## src/rtl/bus_wait_pkg.sv

```systemverilog
package bus_wait_pkg;
  typedef enum logic [2:0] {
    ST_IDLE = 3'd0,
    ST_T1   = 3'd1,
    ST_T2   = 3'd2,
    ST_T3   = 3'd3,
    ST_TW   = 3'd4,
    ST_T4   = 3'd5
  } bus_st_e;

  localparam logic [1:0] RGN_INT  = 2'd0;
  localparam logic [1:0] RGN_WIDE = 2'd2;
endpackage

```

## src/rtl/ready_sync.sv

```systemverilog
module ready_sync #(
  parameter bit ASYNC = 1'b0
) (
  input  logic clk_i,
  input  logic rst_ni,
  input  logic rdy_i,
  output logic rdy_o
);
  generate
    if (ASYNC) begin : g_async
      logic rise_q;
      always_ff @(posedge clk_i or negedge rst_ni) begin
        if (!rst_ni) rise_q <= 1'b0;
        else         rise_q <= rdy_i;
      end
      always_ff @(negedge clk_i or negedge rst_ni) begin
        if (!rst_ni) rdy_o <= 1'b0;
        else         rdy_o <= rise_q;
      end
    end else begin : g_sync
      always_ff @(negedge clk_i or negedge rst_ni) begin
        if (!rst_ni) rdy_o <= 1'b0;
        else         rdy_o <= rdy_i;
      end
    end
  endgenerate
endmodule

```

## src/rtl/ws_decode.sv

```systemverilog
module ws_decode
  import bus_wait_pkg::*;
#(
  parameter int CODE_W = 3,
  parameter int CNT_W  = 4,
  parameter int WIDE4  = 5,
  parameter int WIDE5  = 7,
  parameter int WIDE6  = 9,
  parameter int WIDE7  = 15
) (
  input  logic [1:0]        region_i,
  input  logic [CODE_W-1:0] code_i,
  input  logic              rdy_en_i,
  output logic [CNT_W-1:0]  ws_o,
  output logic              rdy_req_o
);
  localparam int NARROW_W = CODE_W - 1;

  logic [CNT_W-1:0] narrow_ws;
  logic [CNT_W-1:0] wide_ws;

  assign narrow_ws = CNT_W'(code_i[NARROW_W-1:0]);

  always_comb begin
    if (!code_i[CODE_W-1]) begin
      wide_ws = narrow_ws;
    end else begin
      unique case (code_i[1:0])
        2'd0:    wide_ws = CNT_W'(WIDE4);
        2'd1:    wide_ws = CNT_W'(WIDE5);
        2'd2:    wide_ws = CNT_W'(WIDE6);
        default: wide_ws = CNT_W'(WIDE7);
      endcase
    end
  end

  always_comb begin
    ws_o      = narrow_ws;
    rdy_req_o = rdy_en_i;
    if (region_i == RGN_INT) begin
      ws_o      = '0;
      rdy_req_o = 1'b0;
    end else if (region_i == RGN_WIDE) begin
      ws_o = wide_ws;
    end
  end
endmodule

```

## src/rtl/bus_seq.sv

```systemverilog
module bus_seq
  import bus_wait_pkg::*;
#(
  parameter int CNT_W = 4
) (
  input  logic             clk_i,
  input  logic             rst_ni,
  input  logic             req_i,
  input  logic [CNT_W-1:0] ws_i,
  input  logic             rdy_req_i,
  input  logic             bus_rdy_i,
  output bus_st_e          state_o
);
  localparam logic [CNT_W-1:0] CNT_MAX = '1;
  localparam logic [CNT_W-1:0] CNT_ONE = CNT_W'(1);

  bus_st_e          state_q;
  logic [CNT_W-1:0] ws_q;
  logic [CNT_W-1:0] cnt_q;
  logic             en_q;
  logic             missed_q;
  logic             got_q;

  logic miss_now;
  logic may_end;

  // a miss is only judged at the first wait; the N=0 path arrives already missed
  assign miss_now = missed_q | ((cnt_q == CNT_ONE) & en_q & ~bus_rdy_i);
  assign may_end  = (~miss_now | got_q) & (cnt_q >= ws_q);

  always_ff @(posedge clk_i or negedge rst_ni) begin
    if (!rst_ni) begin
      state_q  <= ST_IDLE;
      ws_q     <= '0;
      cnt_q    <= '0;
      en_q     <= 1'b0;
      missed_q <= 1'b0;
      got_q    <= 1'b0;
    end else begin
      unique case (state_q)
        ST_IDLE: if (req_i) begin
          state_q  <= ST_T1;
          ws_q     <= ws_i;
          en_q     <= rdy_req_i;
          missed_q <= 1'b0;
          got_q    <= 1'b0;
          cnt_q    <= '0;
        end
        ST_T1: state_q <= ST_T2;
        ST_T2: state_q <= ST_T3;
        ST_T3: begin
          cnt_q <= CNT_ONE;
          if (ws_q != '0) begin
            state_q <= ST_TW;
          end else if (en_q && !bus_rdy_i) begin
            state_q  <= ST_TW;
            missed_q <= 1'b1;
          end else begin
            state_q <= ST_T4;
          end
        end
        ST_TW: begin
          if (may_end) begin
            state_q <= ST_T4;
          end else begin
            missed_q <= miss_now;
            if (miss_now && bus_rdy_i) got_q <= 1'b1;
            if (cnt_q != CNT_MAX) cnt_q <= cnt_q + CNT_ONE;
          end
        end
        ST_T4:   state_q <= ST_IDLE;
        default: state_q <= ST_IDLE;
      endcase
    end
  end

  assign state_o = state_q;
endmodule

```

## src/rtl/bus_wait_ctrl.sv

```systemverilog
module bus_wait_ctrl
  import bus_wait_pkg::*;
#(
  parameter int CODE_W = 3,
  parameter int CNT_W  = 4
) (
  input  logic              clk_i,
  input  logic              rst_ni,
  input  logic              req_i,
  input  logic [1:0]        region_i,
  input  logic [CODE_W-1:0] ws_code_i,
  input  logic              rdy_en_i,
  input  logic              ardy_i,
  input  logic              srdy_i,
  output logic [2:0]        bus_state_o,
  output logic              wait_o,
  output logic              cycle_done_o
);
  logic             ardy_s;
  logic             srdy_s;
  logic             bus_rdy;
  logic [CNT_W-1:0] ws;
  logic             rdy_req;
  bus_st_e          state;

  ready_sync #(.ASYNC(1'b1)) u_ardy_sync (
    .clk_i(clk_i), .rst_ni(rst_ni), .rdy_i(ardy_i), .rdy_o(ardy_s)
  );

  ready_sync #(.ASYNC(1'b0)) u_srdy_sync (
    .clk_i(clk_i), .rst_ni(rst_ni), .rdy_i(srdy_i), .rdy_o(srdy_s)
  );

  assign bus_rdy = ardy_s | srdy_s;

  ws_decode #(.CODE_W(CODE_W), .CNT_W(CNT_W)) u_decode (
    .region_i (region_i),
    .code_i   (ws_code_i),
    .rdy_en_i (rdy_en_i),
    .ws_o     (ws),
    .rdy_req_o(rdy_req)
  );

  bus_seq #(.CNT_W(CNT_W)) u_seq (
    .clk_i    (clk_i),
    .rst_ni   (rst_ni),
    .req_i    (req_i),
    .ws_i     (ws),
    .rdy_req_i(rdy_req),
    .bus_rdy_i(bus_rdy),
    .state_o  (state)
  );

  assign bus_state_o  = state;
  assign wait_o       = (state == ST_TW);
  assign cycle_done_o = (state == ST_T4);
endmodule

```

## config.mk

```make
export PLATFORM = sky130hd
export DESIGN_NAME = bus_wait_ctrl
export DESIGN_NICKNAME = d
export VERILOG_FILES = /design/src/rtl/bus_wait_pkg.sv /design/src/rtl/ready_sync.sv /design/src/rtl/ws_decode.sv /design/src/rtl/bus_seq.sv /design/src/rtl/bus_wait_ctrl.sv
export SDC_FILE = /design/constraint.sdc
export NUM_CORES = 1
export LEC_CHECK = 0
export BUFFER_PORTS_ARGS = -buffer_cell sky130_fd_sc_hd__buf_4
export CAP_MARGIN = 20
export CORE_MARGIN = 2
export CORE_UTILIZATION = 55
export CTS_CLUSTER_SIZE = 10
export DETAILED_ROUTE_END_ITERATION = 12
export PLACE_DENSITY = 0.77
export SLEW_MARGIN = 10
export SYNTH_ARGS = -nofsm -noshare
export SYNTH_HDL_FRONTEND = slang
export SYNTH_HIERARCHICAL = 1
export SYNTH_SLANG_ARGS = --single-unit
```

## constraint.sdc

```tcl
create_clock -name clk_i -period 4.23 [get_ports clk_i]
set_clock_uncertainty 0.2 [all_clocks]
set_input_delay 0.423 -clock clk_i [delete_from_list [all_inputs] [get_ports clk_i]]
set_output_delay 0.423 -clock clk_i [all_outputs]
set_load 0.02 [all_outputs]
```

=== Yosys cells after proc, flatten, opt, wreduce, memory -nomap -nowiden ===
Cells that the tools add are included.
W data, S select, Z words.

* Flip-flop bits (word level): 17
* Input port bits: 11
* Output and inout bits: 5
* Logic and storage cells: 72

* Add/subtract/negate cells: 1
* Magnitude comparators: 1
* Eq/ne operators: 17
* Multiplexer cells: 22
* Bitwise gates (word level): 8
* Reduce and logical (&&, ||, !) cells: 14

{| class="wikitable"
|+ Operators by type and width
! operator !! number
|-
| $mux W4 || 6
|-
| $pmux W4 S3 || 2
|-
| $pmux W3 S5 || 1
|-
| $mux W3 || 3
|-
| $mux W1 || 8
|-
| $ne A2 B1 Y1 const B || 4
|-
| $reduce_and A4 Y1 || 2
|-
| $eq A3 B2 Y1 const B || 2
|-
| $eq A3 B3 Y1 const B || 2
|-
| $ne A2 B2 Y1 const B || 3
|-
| $reduce_and A5 Y1 || 1
|-
| $add A4 B1 Y4 const B || 1
|-
| $eq A2 B2 Y1 const B || 2
|-
| $eq A4 B1 Y1 const B || 1
|-
| $ge A4 B4 Y1 || 1
|-
| $logic_not A2 Y1 || 2
|-
| $ne A4 B4 Y1 const B || 1
|-
| $reduce_and A2 Y1 || 2
|-
| $reduce_bool A4 Y1 || 1
|-
| $and A1 B1 Y1 || 3
|-
| $eq A3 B1 Y1 const B || 1
|-
| $logic_not A3 Y1 || 1
|-
| $or A1 B1 Y1 || 3
|-
| $pmux W1 S3 || 1
|-
| other kinds (7) || 9
|}

=== Longest topological paths before layout ===
Gate-level depths: netlist of run 1.

* Word-level depth: 9
* Mapped depth: 7
* Mapped depth without buffers: 7

=== Hierarchy ===
The synthesis of run 1 kept the hierarchy.

{| class="wikitable"
|+ Modules (own cells, without submodules)
! module !! instances !! cells each !! area each (µm²) !! sequential area each (µm²)
|-
| bus_seq || 1 || 98 || 933.4 || 350.3
|-
| ws_decode || 1 || 10 || 62.6 || 0.0
|-
| ready_sync at u_ardy_sync || 1 || 2 || 50.0 || 50.0
|-
| bus_wait_ctrl || 1 || 3 || 27.5 || 0.0
|-
| ready_sync at u_srdy_sync || 1 || 1 || 25.0 || 25.0
|}

==> impl_metrics.csv, run 1 <==
group,metric,value,unit
layout,nets,148,
clocking,cts_sinks,17,
route,wl_per_cell,14.55,µm
synthesis,ys.warnings.count,6,
die,dieArea,0.002371,mm²
clocking,cts_inserted_buffers,3,
worst_setup_path,reg2regPathDepth,6,
route,first_pass_iters,4,
layout,antenna_cells,0,
layout,syn2layout_area_growth,13.90,%
route,num_vias,924,
layout,fin_cells,157,
worst_setup_path,critPathMaxFanout,7,
worst_setup_path,cp_cell_sequence,"or2_1, and4bb_2, a221oi_4, a21oi_2, a21boi_1, o21ai_2",
power_and_ir_drop,power,0.0007377,W
placement,post_dp_cell_area,0.001215,mm²
die,fp.dieW,48.69,µm
flow_run,cap_violations,0,
placement,dp_cells,152,
synthesis,syn_inst,114,
status,outcome,"finished, final reports clean",
route,drt_iter0_markers,22,
global_route,grt-ovfl-total,0,
worst_setup_path,rrSetupSlack,130,ps
worst_setup_path,regToRegEndpoint,"u_seq/cnt_q[1]",
placement,hpwl,1.666,mm
worst_setup_path,startpoint,"u_srdy_sync/rdy_o",
timing,setup_violations,0,
route,wirelength,2.285,mm
synthesis,synth_largest_area_cell,"dfrtp_1",
global_route,grt_max_degree,21,
worst_setup_path,required,4230,ps
clocking,cts.clk_slew.worst_paths,100,ps
die,initial_core_util,57.16,%
route,drc_errors,0,
clocking,cts_max_level,1,
layout,multi_input_area,613.1,µm²
placement,post-place-ws,159.9,ps
layout,layout-drive-gt1-share,24.62,%
timing,slew_headroom,61.64,%
synthesis,synthTopCellsByArea,"dfrtp_1 34%, ha_1 6.8%, dfrtn_1 4.6%",
synthesis,synth_nets,131,
die,ios,16,
synthesis,yosysUniqueCellTypes,47,
timing,rsz0062_at_grt,"no",
synthesis,yosysSeqAreaShare,38.72,%
global_route,grt_pass1_vias,854,
synthesis,avgSynthCellArea,9.636,µm²
layout,seq_area,425.4,µm²
timing,setup_ws,130.0,ps
die,coreArea,0.001922,mm²
timing,tightest_slew,575.4,ps
min_path,hold_class,"primary input to register",
layout,fillers,167,
clocking,cts_root_buffer,"clkbuf_4",
power_and_ir_drop,power.density,589.6,mW/mm²
clocking,post_cts_resized,0,
worst_setup_path,arrival,4100,ps
route,antenna_left,0,
timing,fin_tns_setup,0,ps
synthesis,synth_seq_cells,17,
die,fp-row-count,16,
clocking,cts_max_path_buffers,2,
global_route,grt_use_total,21.32,%
global_route,grt_pass1_wl,3.864,mm
timing,finalHoldViolCount,0,
synthesis,synth-edff-count,0,
worst_setup_path,cp-start-kind,"register",
die,die_h,48.69,µm
worst_setup_path,crit_type,"register to register",
worst_setup_path,crit_end,"u_seq/cnt_q[1]",
clocking,clkLatencyLatePin,300,ps
synthesis,synth_top_area_share,34.17,%
synthesis,async_flop_share,100.0,%
clocking,cts_tree,"built",
worst_setup_path,cpPeakStageDelay,370,ps
layout,final_cell_area,0.001251,mm²
worst_setup_path,reg2reg_from,"u_srdy_sync/rdy_o",
synthesis,syn_area,0.001099,mm²
global_route,antenna_found_initial,0,
worst_setup_path,endpoint_kind,"register",
worst_setup_path,crit_slowest_cell,"and4bb_2",
synthesis,ys.flop_type,"dfrtp_1",
power_and_ir_drop,peakVddDrop,299.6,µV
placement,port_buffers,15,
timing,slew_violations,0,
route,vias_per_cell,5.885,
power_and_ir_drop,p_leak,0.5428,nW
placement,gp_congestion,0.9369,
[cell type report]
class	count	area share (%)
tap	27	2.700
clock buffer	4	2.100
timing repair buffer	16	9.800
multi-input combinational	85	49.00
inverter	8	2.400
sequential	17	34.00
[report_power, final]
| group | total [W] | switching, W | internal, W |
|---|---|---|---|
| sequential | 0.000291 | 0.0000833 | 0.000208 |
| combinational | 0.000357 | 0.000195 | 0.000162 |
| clock | 0.0000899 | 0.0000531 | 0.0000368 |
[synthesized netlist by cell type, types with 2 or more instances]
cell / n
mux2_2: 2
o21ai_0: 6
buf_4: 2
nand3_1: 4
or2_1: 2
nand2_1: 12
nor2_1: 4
nor2b_1: 4
o21ai_1: 4
o21ai_2: 2
ha_1: 6
o211ai_1: 3
inv_1: 8
dfrtp_1: 15
dfrtn_1: 2
a21oi_1: 7
[how the worst min path moves through the flow]
| stage | to | startpoint | cells past startpoint |
|---|---|---|---|
| 6_report | u_ardy_sync/g_async.rise_q | ardy_i | 1 |
| 5_1_grt | u_ardy_sync/g_async.rise_q | ardy_i | 1 |
| 4_1_cts | u_ardy_sync/g_async.rise_q | ardy_i | 1 |
| 3_5_place_dp | u_seq/ws_q[0] | rst_ni | 1 |
| 3_3_place_gp | u_seq/ws_q[2] | rst_ni | 1 |
| 2_1_floorplan | u_ardy_sync/g_async.rise_q | rst_ni | 0 |
[metal layers]
metal | global-route usage, % | wire, µm | up-vias
met1 | 28.63 | 1045 | 434
met3 | 2.778 | 105 | 9
li1 | - | - | 443
met2 | 34.02 | 1078 | 38
met5 | 0 | 0 | -
met4 | 10.48 | 55 | 0
[metrics by stage]
step / hold slack, ps / util, %
after floorplan: -72.59 / -
after global placement: 95.07 / 63.22
after detailed placement: 99.96 / 63.22
after CTS: 24.69 / 65.10
after global routing: 18.12 / 65.10
final: 28.67 / 65.10
[critical path: cells and delay by family, from the launching register on]
kind / cells / cell delay, ps
simple gates: 2 / 610
flops: 1 / 320
compound gates: 4 / 760
[flip-flops by register name (all words and copies together) (netlist names)]
name / cells
u_ardy_sync/rdy_o: 1
u_seq/ws_q: 4
u_seq/missed_q: 1
u_seq/got_q: 1
u_srdy_sync/rdy_o: 1
u_ardy_sync/g_async.rise_q: 1
u_seq/en_q: 1
u_seq/state_o: 3
u_seq/cnt_q: 4
[cell families (layout without fill, tap and decap cells)]
| family | count (synthesis) | count (layout) | synth area share [%] |
|---|---|---|---|
| AO/OA/AOI/OAI | 34 | 34 | 22.10 |
| adder cells (fa/ha/maj) | 6 | 6 | 6.834 |
| buffers and inverters | 12 | 28 | 5.466 |
| AND/OR/NAND/NOR | 41 | 41 | 23.12 |
| multiplexers | 3 | 3 | 2.961 |
| XOR/XNOR | 1 | 1 | 0.7974 |
| flip-flops | 17 | 17 | 38.72 |
[repair_timing]
| item | 4_1_cts | 5_1_grt |
|---|---|---|
| buffers inserted | 0 | 0 |
| hold endpoints to repair | 15 | 0 |
| hold buffers | 1 | 0 |
[cell usage in the layout, fill, tap and decap left out, types with 2 or more instances in the layout]
cell,count
a21oi_1,7
buf_4,15
clkbuf_4,3
dfrtn_1,2
dfrtp_1,15
ha_1,6
inv_1,8
mux2_2,2
nand2_1,12
nand3_1,4
nor2_1,4
nor2b_1,4
o211ai_1,3
o21ai_0,6
o21ai_1,4
o21ai_2,2
or2_1,2
No activity file was read; power rests on OpenSTA's default activity.
==> inputs of run 2 (changes only) <==
Settings changed: SYNTH_HIERARCHICAL 1 to unset.
==> impl_metrics.csv, run 2 <==
group,metric,value,unit
min_path,min_to,"u_ardy_sync.g_async.rise_q",
route,drc_errors,0,
timing,finalHoldViolCount,0,
route,wirelength,2.146,mm
synthesis,synth.most_common_cell,"dfrtp_1",
worst_setup_path,endpoint_kind,"register",
global_route,antenna_found_initial,0,
synthesis,synth_common_cells,"15 x dfrtp_1, 13 x nor2_1, 11 x nand2_1",
synthesis,synth_nets,137,
route,vias_per_cell,5.635,
die,fp.dieW,48.21,µm
global_route,grt-ovfl-total,0,
timing,setup_ws,311.9,ps
placement,post_dp_cell_area,0.001181,mm²
route,wl_per_cell,13.50,µm
clocking,cts_sinks,17,
clocking,cts.clk_slew.worst_paths,100,ps
timing,slew_violations,0,
global_route,use_met2,36.05,%
synthesis,avgSynthCellArea,8.957,µm²
layout,nets,152,
power_and_ir_drop,power.density,622.0,mW/mm²
layout,fillers,150,
worst_setup_path,required,4250,ps
timing,rsz0062_at_grt,"no",
global_route,grt_max_degree,18,
timing,tightest_slew,505.0,ps
layout,antenna_cells,0,
layout,layout_common_cells,"15 x buf_4, 15 x dfrtp_1, 13 x nor2_1",
worst_setup_path,cp-start-kind,"register",
worst_setup_path,crit_type,"register to register",
die,coreArea,0.001783,mm²
power_and_ir_drop,peakVddDrop,411.3,µV
synthesis,synth_top_area_share,34.92,%
route,drt_iter0_markers,25,
status,outcome,"finished, final reports clean",
placement,port_buffers,15,
placement,gp_congestion,0.8338,
die,fp-row-count,15,
min_path,hold_class,"primary input to register",
timing,fin_hold_ws,18.15,ps
timing,slew_headroom,66.02,%
min_path,holdCritStartpoint,"ardy_i",
synthesis,ys.warnings.count,0,
synthesis,syn_area,0.001075,mm²
worst_setup_path,rrSetupSlack,310,ps
worst_setup_path,cp_cell_sequence,"or3b_2, o22ai_2, nor3_2, or3_1, o211ai_2",
synthesis,synth-edff-count,0,
worst_setup_path,arrival,3940,ps
die,dieArea,0.002324,mm²
global_route,met1_usage,29.00,%
die,die_h,48.21,µm
route,num_vias,896,
global_route,grt_pass1_wl,3.505,mm
power_and_ir_drop,p_leak,0.5497,nW
layout,final_cell_area,0.001217,mm²
global_route,grt_use_total,22.36,%
timing,setup_violations,0,
synthesis,ys.flop_type,"dfrtp_1",
synthesis,synth_seq_cells,17,
route,antenna_left,0,
die,initial_core_util,60.28,%
die,ios,16,
global_route,grt_use_met3,3.333,%
clocking,post_cts_buffers,0,
layout,fin_util,68.28,%
worst_setup_path,critPathMaxFanout,3,
clocking,cts_max_level,1,
worst_setup_path,reg2regPathDepth,5,
placement,hpwl,1.607,mm
placement,post-place-ws,352.8,ps
global_route,grt.busiest_layer,"met2",
synthesis,synthTopCellsByArea,"dfrtp_1 35%, ha_1 7.0%, dfrtn_1 4.7%",
worst_setup_path,critPathBufInv,0,
route,first_pass_iters,4,
flow_run,cap_violations,0,
worst_setup_path,regToRegEndpoint,"u_seq.cnt_q[0]",
worst_setup_path,critical-path-top-delay-family,"simple AND/OR/NAND/NOR gates",
clocking,cts_root_buffer,"clkbuf_4",
synthesis,async_flop_share,100.0,%
clocking,cts_tree,"built",
layout,layout-drive-gt1-share,20.15,%
timing,fin_tns_setup,0,ps
worst_setup_path,cpPeakStageDelay,500,ps
global_route,grt_pass1_vias,821,
clocking,cts_inserted_buffers,3,
synthesis,synth_largest_area_cell,"dfrtp_1",
worst_setup_path,reg2reg_from,"u_srdy_sync.rdy_o",
min_path,hold-path-cell-count,1,
synthesis,yosysUniqueCellTypes,41,
clocking,cts_max_path_buffers,2,
worst_setup_path,crit_slowest_cell,"or3b_2",
layout,syn2layout_area_growth,13.27,%
synthesis,yosysSeqAreaShare,39.58,%
synthesis,syn_inst,120,
clocking,clkLatencyLatePin,300,ps
## run 2: cell types whose count changed in the layout (fill, tap and decap cells not counted), moves of 3 or more
cell / before / now
o211ai_1: 3 / 0
nor3_1: 1 / 4
nor2_1: 4 / 13
o21ai_1: 4 / 0
## run 2: report_power, final
part	internal, W	leakage [nW]	switching [W]
Sequential	0.000208	0.218	0.0000703
Clock	0.0000368	0.0150	0.0000520
Combinational	0.000186	0.317	0.000204
## run 2: final cells by class
class                   instances  area [µm²]  share of cell area, %
inverters                       9       33.78                  2.775
repair buffers                 16       122.6                  10.07
flip-flops and latches         17       425.4                  34.94
clock buffers                   4       26.28                  2.158
multi-input cells              88       578.1                  47.48
well taps                      25       31.28                  2.569
## run 2: per-layer routing
layer,vias to the layer above,wire length (µm)
li1,452,-
met1,403,996
met2,30,1005
met3,11,86
met4,0,57
met5,-,0
## run 2: kinds of logic after synthesis
group | after synthesis | synth area share [%]
compound gates | 31 | 21.07
buf+inv | 15 | 6.635
fa+ha+maj | 6 | 6.985
xor+xnor | 1 | 0.8150
simple gates | 50 | 24.91
flops | 17 | 39.58
## run 2: metrics by stage
stage          total power (W)  std cells
6_report             0.0007573        159
3_5_place_dp         0.0006671        154
2_1_floorplan        0.0005709        120
4_1_cts              0.0007569        159
5_1_grt              0.0008145        159
3_3_place_gp         0.0006528        154
## run 2: worst max-delay path by stage
stage	startpoint	to	slack [ps]	cells after the start
floorplan	u_srdy_sync.rdy_o	u_seq.cnt_q[0]	420	5
global placement	u_srdy_sync.rdy_o	u_seq.cnt_q[0]	390	5
detailed placement	u_srdy_sync.rdy_o	u_seq.cnt_q[0]	350	5
CTS	u_srdy_sync.rdy_o	u_seq.cnt_q[0]	340	5
global route	u_srdy_sync.rdy_o	u_seq.cnt_q[3]	270	5
finish	u_srdy_sync.rdy_o	u_seq.cnt_q[0]	310	5
## run 2: repair_timing
action	4_1_cts	5_1_grt
resized for setup	0	0
endpoints found under the hold margin	15	0
hold buffers	1	0
